===== src/rtl/cfgp_pkg.sv =====
package cfgp_pkg;
  localparam int CFG_W   = 24;
  localparam int SHORT_W = 16;

  typedef struct packed {
    logic [2:0]  mode;
    logic [2:0]  gain;
    logic [1:0]  chan;
    logic        wl;
    logic        ro;
    logic        bo;
    logic        bu;
    logic [11:0] filt;
  } cfg_word_t;

  function automatic logic is_coef_mode(input logic [2:0] m);
    return m[2] & m[1];
  endfunction

  // word placed MSB-first into the transmit shifter at frame start
  function automatic logic [CFG_W-1:0] tx_word(
    input cfg_word_t cfg, input logic sel,
    input logic [CFG_W-1:0] conv, input logic [CFG_W-1:0] zs,
    input logic [CFG_W-1:0] fsc);
    logic [CFG_W-1:0] w;
    if (!sel) w = cfg;
    else if (is_coef_mode(cfg.mode)) w = cfg.mode[0] ? fsc : zs;
    else if (cfg.wl) w = conv;
    else w = {conv[CFG_W-1 -: SHORT_W], {(CFG_W-SHORT_W){1'b0}}};
    return w;
  endfunction
endpackage


===== src/rtl/cfgp_sync.sv =====
module cfgp_sync #(
  parameter int W = 1,
  parameter int STAGES = 2,
  parameter logic [W-1:0] RST_VAL = '0
) (
  input  logic         clk,
  input  logic         rst_n,
  input  logic [W-1:0] d,
  output logic [W-1:0] q
);
  logic [W-1:0] st [STAGES];

  genvar g;
  generate
    for (g = 0; g < STAGES; g++) begin : g_stage
      always_ff @(posedge clk or negedge rst_n) begin
        if (!rst_n) st[g] <= RST_VAL;
        else if (g == 0) st[g] <= d;
        else st[g] <= st[(g == 0) ? 0 : g-1];
      end
    end
  endgenerate

  assign q = st[STAGES-1];
endmodule


===== src/rtl/cfgp_rx.sv =====
module cfgp_rx
  import cfgp_pkg::*;
#(
  parameter int WORD_W = CFG_W
) (
  input  logic              clk,
  input  logic              rst_n,
  input  logic              frame_open,
  input  logic              frame_close,
  input  logic              frame_act,
  input  logic              sclk_rise,
  input  logic              sdi,
  output logic [WORD_W-1:0] word_o,
  output logic              commit_o
);
  localparam int CNT_W = $clog2(WORD_W + 1);
  localparam logic [CNT_W-1:0] FULL = CNT_W'(WORD_W);

  logic [CNT_W-1:0]  cnt;
  logic [WORD_W-1:0] shreg;
  logic              take_bit;

  assign take_bit = frame_act && sclk_rise && (cnt != FULL);

  always_ff @(posedge clk or negedge rst_n) begin
    if (!rst_n) begin
      cnt      <= '0;
      shreg    <= '0;
      commit_o <= 1'b0;
    end else begin
      commit_o <= frame_close && (cnt == FULL);
      if (frame_open || frame_close) cnt <= '0;
      else if (take_bit) begin
        cnt   <= cnt + 1'b1;
        shreg <= {shreg[WORD_W-2:0], sdi};
      end
    end
  end

  assign word_o = shreg;

  AST_CNT_SAT: assert property (@(posedge clk) disable iff (!rst_n)
    cnt <= FULL);
  AST_FULL_HOLDS: assert property (@(posedge clk) disable iff (!rst_n)
    (cnt == FULL && !frame_open && !frame_close) |=> $stable(shreg));
  AST_COMMIT_CLEARS: assert property (@(posedge clk) disable iff (!rst_n)
    commit_o |-> cnt == '0);
  AST_COMMIT_PULSE: assert property (@(posedge clk) disable iff (!rst_n)
    commit_o |=> !commit_o);
endmodule


===== src/rtl/cfgp_tx.sv =====
module cfgp_tx
  import cfgp_pkg::*;
#(
  parameter int WORD_W = CFG_W
) (
  input  logic              clk,
  input  logic              rst_n,
  input  logic              load,
  input  logic              shift,
  input  logic              active,
  input  logic [WORD_W-1:0] load_word,
  output logic              sdo_o
);
  logic [WORD_W-1:0] txsh;

  always_ff @(posedge clk or negedge rst_n) begin
    if (!rst_n) txsh <= '0;
    else if (load) txsh <= load_word;
    else if (shift) txsh <= {txsh[WORD_W-2:0], 1'b0};
  end

  assign sdo_o = active & txsh[WORD_W-1];

  AST_TX_HOLD: assert property (@(posedge clk) disable iff (!rst_n)
    (!load && !shift) |=> $stable(txsh));
  AST_TX_LOADED: assert property (@(posedge clk) disable iff (!rst_n)
    load |=> txsh == $past(load_word));
endmodule


===== src/rtl/cfg_serial_port.sv =====
module cfg_serial_port
  import cfgp_pkg::*;
#(
  parameter int SYNC_STAGES = 2
) (
  input  logic             clk,
  input  logic             rst_n,
  input  logic             sclk_i,
  input  logic             wr_frame_n_i,
  input  logic             rd_frame_n_i,
  input  logic             sdi_i,
  input  logic             sel_i,
  output logic             sdo_o,
  input  logic [CFG_W-1:0] conv_data_i,
  input  logic [CFG_W-1:0] zs_coef_i,
  input  logic [CFG_W-1:0] fs_coef_i,
  output logic             coef_wr_o,
  output logic             coef_sel_o,
  output logic [CFG_W-1:0] coef_data_o,
  output logic [2:0]       mode_o,
  output logic [2:0]       gain_o,
  output logic [1:0]       chan_o,
  output logic             wl_o,
  output logic             ro_o,
  output logic             bo_o,
  output logic             bu_o,
  output logic [11:0]      fs_o
);
  localparam int NSIG = 5;
  localparam logic [NSIG-1:0] IDLE = 5'b01100;  // {sclk, wfn, rfn, sdi, sel}

  logic [NSIG-1:0] s_now, s_prev;
  logic s_sclk, s_wfn, s_rfn, s_sdi, s_sel;
  logic p_sclk, p_wfn, p_rfn;

  cfgp_sync #(.W(NSIG), .STAGES(SYNC_STAGES), .RST_VAL(IDLE)) u_sync (
    .clk(clk), .rst_n(rst_n),
    .d({sclk_i, wr_frame_n_i, rd_frame_n_i, sdi_i, sel_i}),
    .q(s_now));

  always_ff @(posedge clk or negedge rst_n) begin
    if (!rst_n) s_prev <= IDLE;
    else s_prev <= s_now;
  end

  assign {s_sclk, s_wfn, s_rfn, s_sdi, s_sel} = s_now;
  assign p_sclk = s_prev[4];
  assign p_wfn  = s_prev[3];
  assign p_rfn  = s_prev[2];

  // named events for the checks
  logic sclk_rise, sclk_fall, wr_open, wr_close, rd_open;
  assign sclk_rise = s_sclk & ~p_sclk;
  assign sclk_fall = ~s_sclk & p_sclk;
  assign wr_open   = ~s_wfn & p_wfn;
  assign wr_close  = s_wfn & ~p_wfn;
  assign rd_open   = ~s_rfn & p_rfn;

  cfg_word_t        cfg_q;
  logic             wr_sel;
  logic [CFG_W-1:0] rx_word;
  logic             rx_commit;
  logic             cfg_commit, coef_commit;

  always_ff @(posedge clk or negedge rst_n) begin
    if (!rst_n) wr_sel <= 1'b0;
    else if (wr_open) wr_sel <= s_sel;
  end

  cfgp_rx #(.WORD_W(CFG_W)) u_rx (
    .clk(clk), .rst_n(rst_n),
    .frame_open(wr_open), .frame_close(wr_close), .frame_act(~s_wfn),
    .sclk_rise(sclk_rise), .sdi(s_sdi),
    .word_o(rx_word), .commit_o(rx_commit));

  assign cfg_commit  = rx_commit & ~wr_sel;
  assign coef_commit = rx_commit & wr_sel & is_coef_mode(cfg_q.mode);

  always_ff @(posedge clk or negedge rst_n) begin
    if (!rst_n) begin
      cfg_q       <= '0;
      coef_wr_o   <= 1'b0;
      coef_sel_o  <= 1'b0;
      coef_data_o <= '0;
    end else begin
      if (cfg_commit) cfg_q <= rx_word;
      coef_wr_o <= coef_commit;
      if (coef_commit) begin
        coef_sel_o  <= cfg_q.mode[0];
        coef_data_o <= rx_word;
      end
    end
  end

  cfgp_tx #(.WORD_W(CFG_W)) u_tx (
    .clk(clk), .rst_n(rst_n),
    .load(rd_open), .shift(sclk_fall & ~s_rfn), .active(~s_rfn),
    .load_word(tx_word(cfg_q, s_sel, conv_data_i, zs_coef_i, fs_coef_i)),
    .sdo_o(sdo_o));

  assign mode_o = cfg_q.mode;
  assign gain_o = cfg_q.gain;
  assign chan_o = cfg_q.chan;
  assign wl_o   = cfg_q.wl;
  assign ro_o   = cfg_q.ro;
  assign bo_o   = cfg_q.bo;
  assign bu_o   = cfg_q.bu;
  assign fs_o   = cfg_q.filt;

  AST_CFG_HOLD: assert property (@(posedge clk) disable iff (!rst_n)
    !cfg_commit |=> $stable(cfg_q));
  AST_COEF_MODE: assert property (@(posedge clk) disable iff (!rst_n)
    coef_wr_o |-> mode_o[2:1] == 2'b11);
  AST_COEF_NO_CFG: assert property (@(posedge clk) disable iff (!rst_n)
    coef_wr_o |-> $stable(cfg_q));
  AST_RESET_MODE: assert property (@(posedge clk)
    !rst_n |=> (mode_o == 3'b000 || rst_n));
endmodule


===== config.mk =====
export PLATFORM = sky130hd
export DESIGN_NAME = cfg_serial_port
export DESIGN_NICKNAME = d
export VERILOG_FILES = /design/src/rtl/cfgp_pkg.sv /design/src/rtl/cfgp_sync.sv /design/src/rtl/cfgp_rx.sv /design/src/rtl/cfgp_tx.sv /design/src/rtl/cfg_serial_port.sv
export SDC_FILE = /design/constraint.sdc
export NUM_CORES = 1
export LEC_CHECK = 0
export ABC_AREA = 0
export BUFFER_PORTS_ARGS = -buffer_cell sky130_fd_sc_hd__clkbuf_2
export CAP_MARGIN = 10
export CORE_MARGIN = 2
export CORE_UTILIZATION = 41
export CTS_CLUSTER_SIZE = 30
export DETAILED_ROUTE_END_ITERATION = 6
export GPL_TIMING_DRIVEN = 0
export SETUP_SLACK_MARGIN = 0.5
export SLEW_MARGIN = 15
export SYNTH_ARGS = -nofsm -noshare
export SYNTH_HDL_FRONTEND = slang
export SYNTH_HIERARCHICAL = 1
export SYNTH_SLANG_ARGS = --single-unit

===== constraint.sdc =====
create_clock -name clk -period 5.1 [get_ports clk]
set_clock_uncertainty 0.05 [all_clocks]
set_input_delay 1.02 -clock clk [delete_from_list [all_inputs] [get_ports clk]]
set_output_delay 1.02 -clock clk [all_outputs]
set_load 0.05 [all_outputs]

# Yosys cells after proc, flatten, opt, wreduce, memory -nomap -nowiden
# Index checks and enable logic that the tools add are counted.
[op_classes]
addsub = 1
n_eq_ne = 2
muxes = 8
bitwise = 18
n_reduce_logical = 7
[op_table]
columns = ["cell", "n"]
rows = [
  ["$mux W24", 5],
  ["$and A1 B1 Y1", 11],
  ["$mux W5", 2],
  ["$mux W8", 1],
  ["$not A1 Y1", 7],
  ["$add A5 B1 Y5 const B", 1],
  ["$eq A5 B5 Y1 const B", 1],
  ["$ne A5 B5 Y1 const B", 1],
  ["$reduce_bool A2 Y1", 2],
  ["$logic_and A1 B1 Y1", 3],
  ["$reduce_and A2 Y1", 1],
  ["$logic_or A1 B1 Y1", 1],
]
[totals]
regBits = 120
wordCells = 55

# Longest topological paths before layout
[depth]
depth_word = 6
mapped_depth = 7
mapped_depth_nobuf = 5

# Cells and area by module
# Netlist, hierarchy kept.
[by_module_without_submodules]
columns = ["mod", "n_inst", "cells_each", "area_each_um2", "seq_area_each_um2"]
rows = [
  ["cfg_serial_port", 1, 270, 2839.0, 1353.8],
  ["cfgp_rx", 1, 85, 1337.5, 750.7],
  ["cfgp_tx", 1, 105, 1133.6, 600.6],
  ["cfgp_sync", 1, 15, 292.8, 255.2],
]

# Worst setup path before layout
# OpenSTA, ideal clock, no wires.
[synth_path]
path_kind = "flip-flop to output port"
start = "register u_sync.st (netlist bit u_sync/q[2])"
end = "output sdo_o"
t_arrival_ns = 0.931
setup_slack_ns = 3.099
path_stages_with_launch = 4
path_buffers = 1
cell_sequence = "dfstp_2 buf_4 inv_1 and2_1"
[synth_between]
elab_chain_len = 2
[synth_lines]
columns = ["item", "line", "rtl"]
rows = [
  ["start, declared", "cfgp_sync.sv:11", "logic [W-1:0] st [STAGES];"],
  ["start signal, assigned by index", "cfgp_sync.sv:19", "else st[g] <= st[(g == 0) ? 0 : g-1];"],
  ["$not A1 Y1", "cfg_serial_port.sv:97", ".load(rd_open), .shift(sclk_fall & ~s_rfn), .active(~s_rfn),"],
  ["$and A1 B1 Y1", "cfgp_tx.sv:22", "assign sdo_o = active & txsh[WORD_W-1];"],
  ["end, declared", "cfg_serial_port.sv:13", "output logic sdo_o,"],
]
# No other way between the ends.

# Worst setup path in the final report
# Ends and elaborated chain as after synthesis.

==> out/qor.tcl <==
set qor(run_status) {complete, no violations}
set qor(dr_total_vias) 4129
set qor(antenna_left) 0
set qor(grt_usage_pct) 19.7
set qor(clkLatencyLatePin_ns) 0.41
set qor(cp.arrival_ns) 1.43
set qor(synth_enable_flop_cells) 0
set qor(drtPass1Iterations) 5
set qor(detail_route.drc_violations) 0
set qor(vias_in_the_first_global_route) 4290
set qor(synth.mux.area_fraction_pct) 20.8
set qor(syn_inst) 475
set qor(timing.fmax_ghz) 0.400
set qor(cts_max_level) 4
set qor(cts-root-buf) {clkbuf_16}
set qor(synth.largest_area_cell) {dfrtp_1}
set qor(max_slew.worst_pin.slew_ns) 0.500
set qor(post-synth-top-count-cell) {dfrtp_1}
set qor(synth_top_family_by_area) {multiplexers}
set qor(fin_crit_sh_pct) 49.0
set qor(die_width_um) 121
set qor(rsz0062_at_grt) {false}
set qor(num_antenna_cells) 0
set qor(synth_area_um2) 5600
set qor(route.final.wire_length_um) 13800
set qor(pin_count_of_the_biggest_net_entering_global_routing) 64
set qor(finalNetCount) 705
set qor(async_reset_ff_share_pct) 100
set qor(cts-root-to-sink-buffers) 2
set qor(netlist-cell-type-count) 40
set qor(drt_first_iter_violations) 249
set qor(synth.yosys.seq_area_share_pct) 52.8
set qor(critical_path.slowest_cell) {dfstp_2}
set qor(port-buffer-count) 129
set qor(detailed_placement_wirelength_estimate_um) 10300
set qor(route.detailed.wl_per_inst_um) 17.0
set qor(report.final.setup_viol) 0
set qor(syn_area_per_cell_um2) 11.8
set qor(ys.flop_type) {dfrtp_1}
set qor(synth-compound-area-share_pct) 10.7
set qor(worst_path_top_cell_family_by_delay) {flip-flops}
set qor(design.die.area_um2) 14600
set qor(peakVddDrop_uv) 229
set qor(worst_path_setup_slack_after_routing_ns) 2.60
set qor(cp-end-kind) {primary output}
set qor(mapped_nets) 556
set qor(floorplan.die.height_um) 121
set qor(cts_tree) {yes}
set qor(drive_above_1_share_pct) 41.4
set qor(globalplace.congestion) 0.843
set qor(cellPowerDensity_nw_per_um2) 336
set qor(synth_adder_area_share_pct) 0.447
set qor(overflow) 0
set qor(period_needed_ns) 2.50
set qor(fraction_of_synthesized_cell_area_in_xor_and_xnor_cells_pct) 0
set qor(hold_path.class) {register to register}
set qor(placementRows) 42
set qor(report.final.hold_viol_count) 0
set qor(report.power.total_mw) 2.39
set qor(slowest_delay_ns) 0.51
set qor(critPathLaunchType) {register}
set qor(detail_route.vias_per_cell) 5.08
set qor(p_r_area_growth_vs_syn_pct) 26.7
set qor(design.core.area_um2) 13300
set qor(pre_cts_ws_ns) 3.02
set qor(slew_violations) 0
set qor(synth_simple_gate_area_share_pct) 9.49
set qor(synth_largest_type_area_fraction_pct) 50.0
set qor(grt_first_pass_wirelength_um) 22000
set qor(setup_total_negative_slack_ns) 0
set qor(clk_transition_reported_paths_ns) 0.05
set qor(maxCapViolations) 0
set qor(setup.worst_path.class) {register to primary output}
set qor(ctsHoldBuffers) 0
set qor(worst_ep_required_time_ns) 4.03
set qor(grt_antenna_before_repair) 0
set qor(post_cts_resized) 0
set qor(initial_utilization_pct) 42.1
set qor(number_of_buffers_inserted_to_repair_setup_after_cts) 0
set qor(synth.cells.most_frequent) {dfrtp_1, nand2_1, mux2_4}
set qor(cts-buffers-inserted) 17
set qor(io_pins) 130
set qor(total_of_warnings_raised_by_yosys) 6
set qor(cts_num_sinks) 118
set qor(cp_cell_sequence) {buf_4, inv_1, and2_1, clkbuf_2}
set qor(cellLeakagePower_nw) 3.48
set qor(crit_buf_inv) 3
set qor(slew_headroom_pct) 66.7
set qor(cells_taking_the_most_area_after_synthesis) {dfrtp_1, mux2_4, mux2_2}
set qor(maximum_fanout_along_the_worst_path) 4
set qor(register_bit_count_reported_by_yosys) 118
[cell families (layout without fill, tap and decap cells)]
family,Yosys count,count (layout)
DFF,118,118
adders and majority gates,2,2
buffers and inverters,56,218
muxes,93,93
AOI/OAI and AO/OA,102,102
and+or+nand+nor,104,104
[sequential cells by signal (all words and copies together) (netlist names), 2 cells and up]
name / cells
s_prev: 3
mode_o: 3
chan_o: 2
gain_o: 3
u_tx/txsh: 24
fs_o: 12
u_rx/word_o: 24
u_sync/st: 5
u_sync/q: 5
coef_data_o: 24
u_rx/cnt: 5
[path summary, 6_finish.rpt]
| check | slack (ns) | from | cells after the start | endpoint |
|---|---|---|---|---|
| worst max-delay path | 2.60 | u_sync/q[2] | 4 | sdo_o |
| worst min-delay path | 0.30 | u_sync/st[6] | 0 | u_sync/q[1] |
| worst max register to register | 3.19 | mode_o[1] | 6 | u_tx/txsh[11] |
| worst min register to register | 0.30 | u_sync/st[6] | 0 | u_sync/q[1] |
| max in group asynchronous | 3.80 | rst_n | 2 | u_sync/q[3] |
| min in group asynchronous | 0.53 | rst_n | 1 | u_sync/q[1] |
[metal layers]
layer	wire length, µm	global-route usage (%)
met5	0	0
met4	161	6.18
met3	559	5.12
met2	7020	32.5
met1	6100	25.5
[area by class of cell]
| type | instances | area (µm²) |
|---|---|---|
| Buffer | 37 | 251 |
| Multi-Input combinational cell | 301 | 2320 |
| Inverter | 19 | 71.3 |
| Fill cell | 1193 | 6190 |
| Tap cell | 176 | 220 |
| Clock inverter | 11 | 125 |
| Sequential cell | 118 | 2960 |
| Clock buffer | 21 | 470 |
| Timing Repair Buffer | 130 | 682 |
[metrics by stage]
stage	cells	utilization, %	area (µm²)	hold slack (ns)
final	813	53.4	7100	0.299
after global routing	813	53.4	7100	0.310
after CTS	813	53.4	7100	0.305
after detailed placement	781	48.9	6500	0.293
after global placement	780	48.7	6470	0.284
after floorplan	475	-	5600	0.281
[power breakdown]
group	switching (mW)	internal [mW]
sequential	0.0434	0.992
combinational	0.0861	0.0974
clock	0.412	0.756
[layout by cell type (no fill, tap or decap), types with 2 or more instances in the layout]
cell type	instances
a211oi_1	14
a21boi_0	2
a21o_1	2
a21oi_1	3
a31oi_1	8
and2_1	4
buf_1	2
buf_12	2
buf_2	7
buf_4	9
buf_6	5
bufinv_16	2
clkbuf_1	13
clkbuf_16	17
clkbuf_2	128
clkbuf_8	4
clkinv_2	2
clkinv_4	2
clkinvlp_4	5
dfrtp_1	112
dfstp_2	6
ha_1	2
inv_1	19
mux2_2	30
mux2_4	39
mux2i_1	24
nand2_1	49
nand3_1	12
nand3_4	2
nor2_1	10
nor2b_1	17
o211ai_1	2
o21ai_0	34
o21ai_1	19
o22ai_1	14
o31ai_1	2
or3_1	2
Power figures use the tool's default switching activity.
